<file path="src/rtl/awd_pkg.sv">
package awd_pkg;
   // register map indices
   localparam int CTRL_IDX = 0;
   localparam int OVR_IDX  = 1;
   localparam int WIN_IDX0 = 2;

   typedef struct packed {
      logic        en;
      logic [1:0]  perm;   // [0] read allowed, [1] write allowed
      logic [15:0] base;
      logic [15:0] mask;   // 1 = address bit ignored
      logic [7:0]  attr;
   } win_cfg_t;
endpackage

</file>
<file path="src/rtl/awd_regs.sv">
module awd_regs
   import awd_pkg::*;
#(
   parameter int NUM_WIN = 5,
   parameter int REG_AW  = 4
) (
   input  logic                       clk,
   input  logic                       rst_n,
   input  logic                       reg_we,
   input  logic [REG_AW-1:0]          reg_addr,
   input  logic [31:0]                reg_wdata,
   output logic [31:0]                reg_rdata,
   output win_cfg_t [NUM_WIN-1:0]     cfg_o,
   output logic [31:0]                ovr_o
);
   logic [31:0] ctrl_q;
   logic [31:0] ovr_q;
   logic [31:0] base_q [NUM_WIN];
   logic [31:0] mask_q [NUM_WIN];

   always_ff @(posedge clk or negedge rst_n) begin
      if (!rst_n) begin
         ctrl_q <= '0;
         ovr_q  <= '0;
         for (int i = 0; i < NUM_WIN; i++) begin
            base_q[i] <= '0;
            mask_q[i] <= '0;
         end
      end else if (reg_we) begin
         if (reg_addr == REG_AW'(CTRL_IDX)) ctrl_q <= reg_wdata;
         if (reg_addr == REG_AW'(OVR_IDX))  ovr_q  <= reg_wdata;
         for (int i = 0; i < NUM_WIN; i++) begin
            if (reg_addr == REG_AW'(WIN_IDX0 + 2*i))     base_q[i] <= reg_wdata;
            if (reg_addr == REG_AW'(WIN_IDX0 + 2*i + 1)) mask_q[i] <= reg_wdata;
         end
      end
   end

   always_comb begin
      reg_rdata = '0;
      if (reg_addr == REG_AW'(CTRL_IDX)) reg_rdata = ctrl_q;
      if (reg_addr == REG_AW'(OVR_IDX))  reg_rdata = ovr_q;
      for (int i = 0; i < NUM_WIN; i++) begin
         if (reg_addr == REG_AW'(WIN_IDX0 + 2*i))     reg_rdata = base_q[i];
         if (reg_addr == REG_AW'(WIN_IDX0 + 2*i + 1)) reg_rdata = mask_q[i];
      end
   end

   for (genvar g = 0; g < NUM_WIN; g++) begin : g_cfg
      assign cfg_o[g].en   = ctrl_q[g];
      assign cfg_o[g].perm = ctrl_q[16 + 2*g +: 2];
      assign cfg_o[g].base = base_q[g][31:16];
      assign cfg_o[g].attr = base_q[g][15:8];
      assign cfg_o[g].mask = mask_q[g][31:16];
   end

   assign ovr_o = ovr_q;


   ovr_clear_chk: assert property (@(posedge clk) disable iff (!rst_n)
      (reg_we && reg_addr == REG_AW'(OVR_IDX) && reg_wdata == '0) |=> (ovr_o == '0));
endmodule

</file>
<file path="src/rtl/awd_win_match.sv">
module awd_win_match
   import awd_pkg::*;
(
   input  win_cfg_t    cfg,
   input  logic [15:0] addr_hi,
   output logic        hit
);
   assign hit = cfg.en && (((addr_hi ^ cfg.base) & ~cfg.mask) == 16'h0000);
endmodule

</file>
<file path="src/rtl/awd_prio.sv">
module awd_prio #(
   parameter int N  = 5,
   parameter int IW = 3
) (
   input  logic          clk,
   input  logic          rst_n,
   input  logic [N-1:0]  req,
   output logic [N-1:0]  grant,
   output logic [IW-1:0] idx,
   output logic          any
);
   always_comb begin
      grant = '0;
      idx   = '0;
      for (int i = N-1; i >= 0; i--) begin
         if (req[i]) begin
            grant    = '0;
            grant[i] = 1'b1;
            idx      = IW'(i);
         end
      end
   end
   assign any = |req;


   grant_onehot_chk: assert property (@(posedge clk) disable iff (!rst_n)
      $onehot0(grant));

   grant_subset_chk: assert property (@(posedge clk) disable iff (!rst_n)
      ((grant & ~req) == '0) && (any == (grant != '0)));
endmodule

</file>
<file path="src/rtl/awd_decoder.sv">
module awd_decoder
   import awd_pkg::*;
#(
   parameter int NUM_WIN = 5,
   parameter bit OVR_EN  = 1'b1,
   localparam int IW     = (NUM_WIN > 1) ? $clog2(NUM_WIN) : 1,
   localparam int REG_AW = $clog2(WIN_IDX0 + 2*NUM_WIN)
) (
   input  logic              clk,
   input  logic              rst_n,
   input  logic              reg_we,
   input  logic [REG_AW-1:0] reg_addr,
   input  logic [31:0]       reg_wdata,
   output logic [31:0]       reg_rdata,
   input  logic              req_valid,
   input  logic              req_write,
   input  logic [31:0]       req_addr,
   output logic              dec_valid,
   output logic              dec_hit,
   output logic              dec_miss,
   output logic              dec_viol,
   output logic [IW-1:0]     dec_win,
   output logic [7:0]        dec_attr,
   output logic              fwd_valid,
   output logic [31:0]       fwd_addr
);
   // enables live in bits [NUM_WIN-1:0], permissions in [31:16]
   if (NUM_WIN < 1 || NUM_WIN > 8) begin : g_bad_num_win
      $error("awd_decoder: NUM_WIN must be 1..8");
   end

   win_cfg_t [NUM_WIN-1:0] cfg;
   logic [31:0]            ovr;
   logic [31:0]            eff_addr;
   logic [NUM_WIN-1:0]     match;
   logic [NUM_WIN-1:0]     grant;
   logic [IW-1:0]          win_idx;
   logic                   any_hit;
   logic [7:0]             win_attr;
   logic [1:0]             win_perm;
   logic                   viol;

   awd_regs #(.NUM_WIN(NUM_WIN), .REG_AW(REG_AW)) regs_i (
      .clk(clk), .rst_n(rst_n), .reg_we(reg_we), .reg_addr(reg_addr),
      .reg_wdata(reg_wdata), .reg_rdata(reg_rdata), .cfg_o(cfg), .ovr_o(ovr)
   );

   if (OVR_EN) begin : g_ovr
      assign eff_addr = ovr[0] ? {ovr[31:16], req_addr[15:0]} : req_addr;
   end else begin : g_no_ovr
      logic unused_ovr;
      assign unused_ovr = ^ovr;
      assign eff_addr   = req_addr;
   end

   for (genvar g = 0; g < NUM_WIN; g++) begin : g_win
      awd_win_match match_i (.cfg(cfg[g]), .addr_hi(eff_addr[31:16]), .hit(match[g]));
   end

   awd_prio #(.N(NUM_WIN), .IW(IW)) prio_i (
      .clk(clk), .rst_n(rst_n), .req(match), .grant(grant), .idx(win_idx), .any(any_hit)
   );

   always_comb begin
      win_attr = '0;
      win_perm = '0;
      for (int i = 0; i < NUM_WIN; i++) begin
         if (grant[i]) begin
            win_attr = win_attr | cfg[i].attr;
            win_perm = win_perm | cfg[i].perm;
         end
      end
   end

   assign viol = any_hit && (req_write ? !win_perm[1] : !win_perm[0]);

   always_ff @(posedge clk or negedge rst_n) begin
      if (!rst_n) begin
         dec_valid <= 1'b0;
         dec_hit   <= 1'b0;
         dec_miss  <= 1'b0;
         dec_viol  <= 1'b0;
         dec_win   <= '0;
         dec_attr  <= '0;
         fwd_valid <= 1'b0;
         fwd_addr  <= '0;
      end else begin
         dec_valid <= req_valid;
         dec_hit   <= req_valid && any_hit;
         dec_miss  <= req_valid && !any_hit;
         dec_viol  <= req_valid && viol;
         dec_win   <= (req_valid && any_hit) ? win_idx : '0;
         dec_attr  <= (req_valid && any_hit) ? win_attr : '0;
         fwd_valid <= req_valid && any_hit && !viol;
         fwd_addr  <= (req_valid && any_hit && !viol) ? eff_addr : '0;
      end
   end


   latency_chk: assert property (@(posedge clk) disable iff (!rst_n)
      req_valid |=> dec_valid);

   hit_miss_excl_chk: assert property (@(posedge clk) disable iff (!rst_n)
      dec_valid |-> (dec_hit != dec_miss));

   miss_quiet_chk: assert property (@(posedge clk) disable iff (!rst_n)
      dec_miss |-> (!fwd_valid && dec_attr == '0 && dec_win == '0));

   viol_block_chk: assert property (@(posedge clk) disable iff (!rst_n)
      dec_viol |-> (dec_hit && !fwd_valid));

   idle_quiet_chk: assert property (@(posedge clk) disable iff (!rst_n)
      !dec_valid |-> !(dec_hit || dec_miss || dec_viol || fwd_valid));

   win_range_chk: assert property (@(posedge clk) disable iff (!rst_n)
      dec_hit |-> (int'(dec_win) < NUM_WIN));
endmodule

</file>
<file path="config.mk">
export PLATFORM = sky130hd
export DESIGN_NAME = awd_decoder
export DESIGN_NICKNAME = d
export VERILOG_FILES = /design/src/rtl/awd_pkg.sv /design/src/rtl/awd_regs.sv /design/src/rtl/awd_win_match.sv /design/src/rtl/awd_prio.sv /design/src/rtl/awd_decoder.sv
export SDC_FILE = /design/constraint.sdc
export NUM_CORES = 1
export LEC_CHECK = 0
export BUFFER_PORTS_ARGS = -buffer_cell sky130_fd_sc_hd__buf_2
export CAP_MARGIN = 10
export CELL_PAD_IN_SITES_DETAIL_PLACEMENT = 1
export CELL_PAD_IN_SITES_GLOBAL_PLACEMENT = 2
export CORE_ASPECT_RATIO = 0.75
export CORE_MARGIN = 2
export CORE_UTILIZATION = 42
export CTS_BUF_LIST = sky130_fd_sc_hd__clkbuf_8 sky130_fd_sc_hd__clkbuf_16
export CTS_CLUSTER_DIAMETER = 120
export DETAILED_ROUTE_END_ITERATION = 8
export PLACE_DENSITY = 0.84
export SLEW_MARGIN = 20
export SYNTH_ARGS = -nofsm -noshare
export SYNTH_HDL_FRONTEND = slang
export SYNTH_HIERARCHICAL = 1
export SYNTH_SLANG_ARGS = --single-unit
</file>
<file path="constraint.sdc">
create_clock -name clk -period 3.6 [get_ports clk]
set_input_delay 0.9 -clock clk [delete_from_list [all_inputs] [get_ports clk]]
set_output_delay 0.9 -clock clk [all_outputs]
set_load 0.05 [all_outputs]
</file>
# Word-level counts from Yosys, hierarchy flattened
# Index checks and enable logic that the tools add are counted.
[word_totals]
reg_bits = 432
wordCells = 124
[op_classes]
n_eq_ne = 11
mux = 37
bitwise_logic = 23
n_reduce_logical = 33
[op_table]
columns = ["op", "n"]
rows = [
  ["two-way mux 32 bit", 14],
  ["AND 16 bit", 5],
  ["logical NOT 16 bit", 5],
  ["NOT 16 bit", 5],
  ["bitwise XOR 16 bit", 5],
  ["two-way mux 8 bit", 6],
  ["bitwise OR 8 bit", 4],
  ["two-way mux 5 bit", 5],
  ["AND reduction 2 bit", 12],
  ["two-way mux 3 bit", 6],
  ["== test 4 x 3 -> 1 bit, second input constant", 4],
  ["== test 4 bit, second input constant", 4],
  ["logical AND 1 bit", 10],
  ["two-way mux 2 bit", 5],
  ["== test 4 x 2 -> 1 bit, second input constant", 2],
  ["bitwise OR 2 bit", 4],
  ["OR reduction 5 bit", 1],
  ["== test 4 x 1 -> 1 bit, second input constant", 1],
  ["logical NOT 1 bit", 4],
  ["logical NOT 4 bit", 1],
  ["two-way mux 1 bit", 1],
]

# Logic depth before layout (Yosys ltp)
[logic_depth]
ltp_word = 25
mapped_depth = 15
depth_no_buf = 11

# By module
# The synthesis kept the hierarchy.
[by_module_without_submodules]
columns = ["module", "n_inst", "cells_per_inst", "area_per_inst_um2"]
rows = [
  ["awd_regs", 1, 1684, 19982.9],
  ["awd_decoder", 1, 186, 2287.2],
  ["awd_win_match", 5, 30, 222.7],
  ["awd_prio", 1, 13, 83.8],
]

# Worst setup path after synthesis
# OpenSTA, ideal clock, no wires.
[synth_timing]
path_kind = "input -> output"
start = "input port reg_addr[2]"
end = "output port reg_rdata[27]"
t_arrival_ns = 2.979
required_ns = 2.700
path_slack_ns = -0.279
stages = 5
n_path_buf = 3
cell_sequence = "buf_4 -> buf_4 -> buf_2 -> a221o_1 -> a222oi_1"
[synth_between]
elab_chain_len = 13
elab_cells_between_ends = 24
cone_classes = "eq/ne (11); mux (12); reduce/logical (1)"
[synth_rtl]
columns = ["item", "line", "source"]
rows = [
  ["from (decl)", "awd_decoder.sv:12", "input logic [REG_AW-1:0] reg_addr,"],
  ["logical NOT 4 bit", "awd_regs.sv:41", "if (reg_addr == REG_AW'(CTRL_IDX)) reg_rdata = ctrl_q;"],
  ["two-way mux 32 bit", "awd_regs.sv:41", ""],
  ["two-way mux 32 bit", "awd_regs.sv:42", "if (reg_addr == REG_AW'(OVR_IDX)) reg_rdata = ovr_q;"],
  ["two-way mux 32 bit", "awd_regs.sv:44", "if (reg_addr == REG_AW'(WIN_IDX0 + 2*i)) reg_rdata = base_q[i];"],
  ["two-way mux 32 bit", "awd_regs.sv:45", "if (reg_addr == REG_AW'(WIN_IDX0 + 2*i + 1)) reg_rdata = mask_q[i];"],
  ["two-way mux 32 bit", "awd_regs.sv:44", ""],
  ["two-way mux 32 bit", "awd_regs.sv:45", ""],
  ["two-way mux 32 bit", "awd_regs.sv:44", ""],
  ["two-way mux 32 bit", "awd_regs.sv:45", ""],
  ["two-way mux 32 bit", "awd_regs.sv:44", ""],
  ["two-way mux 32 bit", "awd_regs.sv:45", ""],
  ["two-way mux 32 bit", "awd_regs.sv:44", ""],
  ["two-way mux 32 bit (*)", "awd_regs.sv:45", ""],
  ["to (decl)", "awd_decoder.sv:14", "output logic [31:0] reg_rdata,"],
]
# Mark *: on every way between the ends. The rest lies on a longest branch, timed or not.

# Final worst setup path
[layout_timing]
start = "input port reg_addr[1]"
end = "output port reg_rdata[30]"
# Same word-level chain as after synthesis.

==> run metrics <==
status=completed; CTS max path bufs=3; r2r endpoint=fwd_addr[24]; switching power share of the total=31.06%; Primary FF master, synth=dfrtp_1; RSZ-0062 raised after global routing=yes; Final Setup Violations=0; Post-synth EDFFs=0; Crit path largest cell delay=590 ps; initial core utilization=42.81%; end of the critical path=reg_rdata[30]; Pwr Density=586.5 nW/um^2; CP arrival=2680 ps; CP dominant cell by count=buf_4; Slowest-stage cell, CP=a222oi_1; Final Cell Area=26380 um^2; Die W=276.9 um; cts hold-fix bufs=0; via count=around 16000; sequential fraction of design power=43.5%; slew margin rel.=roughly 52%; CP max FO=12; largest net degree at the start of global routing=between 70 and 80; Worst path depth=8; Setup Skew=17.91 ps; share of layout cells above drive strength 1=42.30%; Vias/cell=5.921; Logic pwr share=between 20% and 30%; P_sw=between 0.004 and 0.005 W; clk slew on worst S/H paths=~60 ps; R2R Path Start=regs_i/ovr_o[0]; total die area=57800 um^2; uppermost layer routed=met4; CTS Buf Count=47; FMAX=0.2792 GHz; Critical path buffers and inverters=6; max-slew violations=0; CP delay by family, top=buffers and inverters; antenna-violating nets left=0; DR DRC count=0; ys async rst share=100.0%; total grt overflow=0; crit end category=primary output; clk sinks=around 430; Fin. Hold Viols=0; crit path cell chain=buf_12 > clkinvlp_4 > buf_4 > nor2_1 > buf_4 > a222oi_1 > buf_4 > buf_12; hold_ws=355.0 ps; Crit. Startpoint=reg_addr[1]; drt first pass iters=6; die height=about 210 um; Unique masters post-synth=62; Total Power=0.01547 W; Lkg Pwr=11.42 nW; # fillers=5742; Slew @ Worst Pin=721.9 ps; post-synthesis cell count=2033; WL met2=34.32 mm; vias in the first global route=17690; final WL=77.48 mm; post-synthesis cell area=between 20000 and 25000 um^2; final non-filler cell total=2783; CORE AREA=54810 um^2; fin crit share=99.51%; Critical Path RT=~2700 ps; synthesis-to-layout area growth=12.42%; # rows=74; Worst Hold Class=input port to asynchronous set/reset pin; routability cong.=0.9256; R2R setup slack=between 200 and 300 ps; Ys Warns=6; H-tree levels=2; layout net count=2105; CTS tree=built; min Tclk post-route=~3600 ps; Worst-Skew Late Latency=570 ps; Met1 Routed Length=34.56 mm; peak supply drop=approximately 0.00034 V; DRT iter0 DRCs=roughly 1300; R2R cell count=15; internal power=between 0.01 and 0.015 W; Final HPWL DP=approximately 52 mm; DP Cell Count=2697; Sum Neg Setup Slack=0 ps; Setup CP Type=input port to primary output; # IOs=approximately 150; GR Util All Layers=26.72%; syn avg cell area=approximately 12 um^2; Startpoint Class=input port; initial antenna violation count=2; Clock Root Buffer=clkbuf_16; Clk pwr share=31.1%; FF+latch count, synth=432; Placed Area=between 20000 and 25000 um^2; routed len/inst=27.84 um; Max Cap Viol=0; IO buf count=152; met3 WL=5.695 mm; first-pass GRT wire length=around 120 mm; net count after synthesis=2106; sequential share of the synthesized area=roughly 46%
## synth_stat cells, drive strengths merged (2+ instances only)
master	n	area (um^2)
nor3	43	395.4
mux4	20	450.4
o32ai	4	35.03
o21ai	90	450.4
dfrtp	432	10810
o21a	2	15.01
a31oi	3	18.77
a21oi	73	365.4
buf	325	2360
nor3b	3	22.52
clkbuf	51	192.7
and2	12	75.07
a221o	3	30.03
o221ai	6	52.55
o211ai	3	22.52
mux2i	61	610.6
a22oi	16	130.1
nand2b	13	81.33
inv	3	11.26
mux2	410	4617
nand3	11	60.06
clkinv	2	7.510
a222oi	17	170.2
a21o	3	22.52
o2bb2ai	3	26.28
nor2b	11	68.82
and4	6	55.05
nor2	102	392.9
o22ai	59	369.1
or3	2	12.51
a32oi	2	17.52
a21boi	2	15.02
xnor2	80	700.7
nand2	109	411.7
a211oi	29	217.7
and3	7	43.79
a2bb2oi	2	17.52
nand3b	2	15.01
## power by group through the flow
stage | clock network [W] | registers (W) | logic, W
detailed placement | 0 | 0.00679 | 0.00384
global placement | 0 | 0.00670 | 0.00373
CTS | 0.00491 | 0.00671 | 0.00389
floorplan | 0 | 0.00642 | 0.00336
global route | 0.00511 | 0.00686 | 0.00419
finish | 0.00481 | 0.00673 | 0.00393
## metrics by stage
stage,setup WS (ps),utilization [%]
after floorplan,-176.0,-
after global placement,-98.01,44.94
after detailed placement,-161.5,44.94
after CTS,6.900,47.84
after global routing,-23.14,48.13
final,17.80,48.13
## final cells by class
| type | instances | area, um^2 | share of cell area, % |
|---|---|---|---|
| diodes | 2 | 5.005 | 0.01897 |
| clock buffers | 60 | 1378 | 5.222 |
| clock inverters | 16 | 126.4 | 0.4790 |
| inverters | 5 | 32.53 | 0.1233 |
| multi-input cells | 1220 | 10190 | 38.63 |
| flip-flops and latches | 432 | 10810 | 40.98 |
| well taps | 722 | 903.4 | 3.424 |
| repair buffers | 326 | 2935 | 11.13 |
## how the worst min path moves through the flow
| stage | start | slack, ps | depth (start not counted) | to |
|---|---|---|---|---|
| after floorplan | regs_i/base_q[5] | 450 | 1 | regs_i/base_q[5] |
| after global routing | rst_n | 370 | 1 | regs_i/ctrl_q[29] |
| after CTS | rst_n | 360 | 1 | regs_i/ctrl_q[29] |
| after detailed placement | regs_i/base_q[5] | 480 | 1 | regs_i/base_q[5] |
| final | rst_n | 360 | 1 | regs_i/ctrl_q[29] |
| after global placement | regs_i/base_q[5] | 460 | 1 | regs_i/base_q[5] |
## logic make-up after synthesis
group	count (synthesis)	synth area share (%)
AOI/OAI and AO/OA	322	8.611
DFF	432	46.07
buffers and inverters	381	10.96
xor gates and xnor gates	80	2.986
muxes	491	24.19
and+or+nand+nor	327	7.187
## flip-flops by register name, indices dropped and copies added, names as in the netlist
register and flops:
dec_attr 8, dec_hit 1, dec_miss 1, dec_valid 1, dec_viol 1, dec_win 3
fwd_addr 32, fwd_valid 1, regs_i/base_q 40, regs_i/cfg_o 200, regs_i/ctrl_q 32, regs_i/mask_q 80
regs_i/ovr_o 32
## metal layers
layer	vias to the layer above	global-route usage, %
li1	6987	-
met1	8673	37.31
met2	651	40.43
met3	166	6.038
met4	0	10.40
met5	-	0
## cells in the final DEF (no fill, tap or decap), types with 7 or more instances in the layout
master and instances:
nor2b_1 10, a21oi_1 73, a22oi_1 14, nand3_1 7
mux2_2 388, nor3_1 7, mux4_2 20, buf_12 55
buf_4 135, nor3_2 35, buf_2 126, xnor2_1 80
o21ai_0 84, and2_1 11, mux2i_1 61, dfrtp_1 432
inv_1 8, nand2_1 108, o22ai_1 58, a211oi_1 29
mux2_1 22, clkbuf_16 52, nand2b_1 11, clkbuf_8 11
nor2_1 97, a222oi_1 17
## timing repair
action,4_1_cts,5_1_grt
gates cloned,1,2
pin swaps,1,3
resized for setup,16,18
setup endpoints to repair,2,10
endpoints found under the hold margin,0,0
setup buffers,2,5
Note: power is estimated with default switching activity, not from simulation.
